### src/rtl/mdio_master.sv
module mdio_master (
  input  logic        clk,
  input  logic        rst_n,
  input  logic        wr_en,
  input  logic        wr_sel,
  input  logic [31:0] wr_data,
  input  logic        rd_sel,
  output logic [31:0] rd_data,
  output logic        mdc,
  output logic        mdio_o,
  output logic        mdio_oe,
  input  logic        mdio_i
);
  localparam int FRAME_BITS = 64;
  localparam int DRIVE_BITS = 46;
  localparam int RX_FIRST   = 48;
  localparam int CW         = 6;
  localparam logic [CW-1:0] LAST_BIT = CW'(FRAME_BITS - 1);

  logic [4:0]  phy_addr, reg_idx;
  logic [2:0]  crange;
  logic        op_wr, busy;
  logic [15:0] data;
  logic [FRAME_BITS-1:0] frame;
  logic [CW-1:0] bit_idx, cnt, half_m1;

  always_comb
    case (crange)
      3'd0:    half_m1 = CW'(20);
      3'd1:    half_m1 = CW'(30);
      3'd2:    half_m1 = CW'(7);
      3'd3:    half_m1 = CW'(12);
      default: half_m1 = CW'(30);
    endcase

  wire host_ok = wr_en && !busy;
  wire tick    = busy && (cnt == half_m1);

  always_ff @(posedge clk or negedge rst_n) begin
    if (!rst_n) begin
      phy_addr <= '0; reg_idx <= '0; crange <= '0; op_wr <= 1'b0; busy <= 1'b0;
      data <= '0; frame <= '0; bit_idx <= '0; cnt <= '0; mdc <= 1'b0;
    end else begin
      if (host_ok && !wr_sel) begin
        phy_addr <= wr_data[15:11];
        reg_idx  <= wr_data[10:6];
        crange   <= wr_data[4:2];
        op_wr    <= wr_data[1];
        busy     <= wr_data[0];
        if (wr_data[0]) begin
          frame   <= {32'hFFFF_FFFF, 2'b01, wr_data[1] ? 2'b01 : 2'b10,
                      wr_data[15:11], wr_data[10:6], 2'b10,
                      wr_data[1] ? data : 16'hFFFF};
          cnt     <= '0;
          bit_idx <= '0;
          mdc     <= 1'b0;
        end
      end
      if (host_ok && wr_sel) data <= wr_data[15:0];
      if (busy) begin
        if (tick) begin
          cnt <= '0;
          mdc <= ~mdc;
          if (!mdc) begin
            if (!op_wr && bit_idx >= CW'(RX_FIRST)) data <= {data[14:0], mdio_i};
          end else if (bit_idx == LAST_BIT) begin
            busy <= 1'b0;
          end else begin
            bit_idx <= bit_idx + 1'b1;
            frame   <= {frame[FRAME_BITS-2:0], 1'b0};
          end
        end else begin
          cnt <= cnt + 1'b1;
        end
      end
    end
  end

  assign mdio_o  = frame[FRAME_BITS-1];
  assign mdio_oe = busy && (op_wr || bit_idx < CW'(DRIVE_BITS));
  assign rd_data = rd_sel ? {16'h0, data}
                          : {16'h0, phy_addr, reg_idx, 1'b0, crange, op_wr, busy};


  idle_clock_low_chk: assert property (@(posedge clk) disable iff (!rst_n)
    !busy |-> !mdc);


  busy_end_chk: assert property (@(posedge clk) disable iff (!rst_n)
    $fell(busy) |-> ($past(bit_idx) == LAST_BIT) && !mdc);


  ctrl_hold_chk: assert property (@(posedge clk) disable iff (!rst_n)
    (busy && wr_en) |=> $stable({phy_addr, reg_idx, crange, op_wr}));


  wdata_hold_chk: assert property (@(posedge clk) disable iff (!rst_n)
    (busy && op_wr) |=> $stable(data));


  div_range_chk: assert property (@(posedge clk) disable iff (!rst_n)
    busy |-> cnt <= half_m1);


  mdio_edge_chk: assert property (@(posedge clk) disable iff (!rst_n)
    (busy && $past(busy) && !$stable(mdio_o)) |-> $fell(mdc));
endmodule

### config.mk
export PLATFORM = sky130hd
export DESIGN_NAME = mdio_master
export DESIGN_NICKNAME = d
export VERILOG_FILES = /design/src/rtl/mdio_master.sv
export SDC_FILE = /design/constraint.sdc
export NUM_CORES = 1
export LEC_CHECK = 0
export BUFFER_PORTS_ARGS = -buffer_cell sky130_fd_sc_hd__buf_2
export CAP_MARGIN = 40
export CORE_MARGIN = 4
export CORE_UTILIZATION = 40
export DETAILED_ROUTE_END_ITERATION = 12
export GPL_ROUTABILITY_DRIVEN = 0
export SLEW_MARGIN = 25
export SYNTH_ARGS = -nofsm -noshare
export SYNTH_HDL_FRONTEND = slang
export SYNTH_SLANG_ARGS = --single-unit
export TNS_END_PERCENT = 50
### constraint.sdc
create_clock -name clk -period 3 [get_ports clk]
set_clock_uncertainty 0.2 [all_clocks]
set_input_delay 0.15 -clock clk [delete_from_list [all_inputs] [get_ports clk]]
set_output_delay 0.15 -clock clk [all_outputs]
set_load 0.005 [all_outputs]
==> flow_summary.toml <==
[clock_tree]
clockBufferDepth = 2
clk_pin_slew_ns = 0.07
clock_latency_ns = 0.35
post-cts-setup-buffers = 0
cts_root_buf = "clkbuf_16"
tritoncts = "done"
htree_levels = 3
cts.sinks = 108
numCtsBuffers = 9

[die]
core_um2 = 13240
rows = 42
ioPinCount = 73
die_h_um = 124.1
fp.dieW_um = 124.1
start_util_pct = 40.69
die_area_um2 = 15390

[timing]
setup_violations = 0
rsz0062_at_grt = "no"
fmax_mhz = 358.1
finalMaxSlewViolations = 0
hold_viol_final = 0
period_needed_ns = 2.792
setup_tns_ns = 0
worstMarginPinSlew_ns = 0.6901
whs_ns = 0.05555
slew_headroom_pct = 54.00
fin_crit_sh_pct = 93.07

[synth]
synth_top_area_share_pct = 50.15
ys.flop_type = "dfrtp_1"
ys_types = 47
async_reset_ff_share_pct = 100.0
ys_ff_latch = 108
synthTopCellsByCount = "dfrtp_1, nor2_1, a21oi_1"
synth_most_common_cell = "dfrtp_1"
ys_seq_area_share_pct = 50.15
synth_warnings = 0
syn_area_um2 = 5389
yosysTopAreaCell = "dfrtp_1"
syn_avg_cell_area_um2 = 9.834
synth_edf_count = 0
ys_top_cells_by_area = "dfrtp_1, mux2_2, a21oi_1"
syn_inst = 548

[worst_setup_path]
crit_slowest_cell = "a2111oi_4"
timing.rr.end = "frame[5]"
setup.worst_path.end_class = "flop"
path_cells = "or3b_1, a2111oi_4, o211ai_4, or2_2, buf_12, mux2_4"
cp_slowest_stage_delay_ns = 0.48
cp.required_ns = 3.04
r2r_start = "cnt[1]"
cp-start-kind = "flop"
critPathTopFamily = "simple AND/OR/NAND/NOR gates"
r2r_cells = 6
crit_arrival_ns = 2.83
path_max_fanout = 27
ff2ff_setup_slack_ns = 0.21
critPathBufInv = 1
path_class = "flop to flop"

[global_route]
grt_pass1_vias = 4008
grt_pass1_wl_mm = 19.68
grt_max_degree = 51
grt_overflow = 0
track_usage_pct = 16.13
antenna_found_initial = 0

[min_path]
hold_class = "primary input to asynchronous set/reset pin"

[power_and_ir_drop]
powerDensity_nw_per_um2 = 634.5
peakVddDrop_mv = 0.3270
totalPowerFinal_mw = 3.965
p_leak_nw = 2.833

[finish]
drive_above_1_share_pct = 20.94
antennaDiodeCount = 0
fill_cells = 1239
fin_nets = 632
fin_cells = 773
syn_to_final_growth_pct = 15.97
regArea_um2 = 2703
multi_input_area_um2 = 2385
stdcell_area_um2 = 6250

[routing]
drcViolationCount = 0
vias = 4010
drtIter0Drc = 387
wirelength_mm = 11.38
firstDrtPassIters = 5
drtAntennaViolNets = 0
vias_per_cell = 5.188
wl_per_cell_um = 14.73

[status]
status = "complete, no violations"

[placed_design]
dp_hpwl_mm = 7.292
placed_area_um2 = 5754
placedCellCount = 740
numPortBuffers = 40

[flow_run]
max_cap_violations = 0
power by group:
group | leakage (nW) | internal (mW) | total, mW | switching (mW)
clock network | 0.154 | 0.737 | 1.28 | 0.547
registers | 1.15 | 1.63 | 1.84 | 0.207
logic | 1.53 | 0.374 | 0.840 | 0.466
metal layers:
| layer | wire [um] | share of wire [%] | vias up | global-route usage (%) |
|---|---|---|---|---|
| met4 | 137 | 1.2 | 0 | 4.244 |
| met5 | 0 | 0 | - | 0 |
| met3 | 623 | 5.5 | 10 | 4.178 |
| met2 | 5462 | 48 | 91 | 25.91 |
| met1 | 5161 | 45 | 1948 | 21.78 |
| li1 | - | - | 1961 | - |
kinds of logic (layout without fill, tap and decap cells):
family | count (synthesis) | in the layout | synth area share (%)
AOI/OAI and AO/OA | 112 | 112 | 12.58
adders and majority gates | 2 | 2 | 0.4643
xor gates and xnor gates | 3 | 3 | 0.4877
and+or+nand+nor | 182 | 182 | 15.39
muxes | 64 | 64 | 13.91
other | 1 | 16 | 0.06959
buffers and inverters | 76 | 110 | 6.942
DFF | 108 | 108 | 50.15
stage by stage:
step / utilization [%] / setup slack, ns
floorplan: - / 0.4752
global placement: 43.24 / 0.2605
detailed placement: 43.45 / 0.2221
CTS: 47.19 / 0.2132
global route: 47.19 / 0.1246
finish: 47.19 / 0.2078
final cells by class:
type	instances	area share, %
clock inverter	7	1.602
sequential	108	43.24
tap	176	3.524
timing repair buffer	73	8.609
multi-input combinational	379	38.16
inverter	21	1.261
clock buffer	9	3.604
layout by cell type (no fill, tap or decap), types with 19 or more instances in the layout:
master   count
a21oi_1     52
a31oi_1     28
mux2_2      31
inv_1       21
nor3_1      46
nor2_1      64
buf_2       39
mux2i_1     19
nand2_1     41
dfrtp_1    108
registers in the layout, indices dropped and copies added (netlist names):
name      cells
phy_addr      5
data         16
frame        64
crange        3
reg_idx       5
op_wr         1
bit_idx       6
mdc           1
cnt           6
busy          1
how the worst max path moves through the flow:
| stage | from | to | slack (ns) | cells after the start |
|---|---|---|---|---|
| global route | cnt[1] | frame[4] | 0.12 | 6 |
| CTS | cnt[1] | frame[5] | 0.21 | 6 |
| detailed placement | cnt[1] | frame[3] | 0.22 | 6 |
| floorplan | crange[2] | frame[10] | 0.48 | 7 |
| global placement | cnt[1] | frame[11] | 0.26 | 6 |
| finish | cnt[1] | frame[5] | 0.21 | 6 |
worst register-to-register path: stages (launching register included):
cell       delay, ns
dfrtp_1         0.47
or3b_1          0.43
a2111oi_4       0.48
o211ai_4        0.13
or2_2           0.43
buf_12          0.22
mux2_4          0.33
what timing repair did:
item                                    4_1_cts  5_1_grt
endpoints found under the setup margin        0        0
hold endpoints to repair                    115        0
hold buffers                                 17        0
gates resized for setup                       0        0
Power figures use the tool's default switching activity.
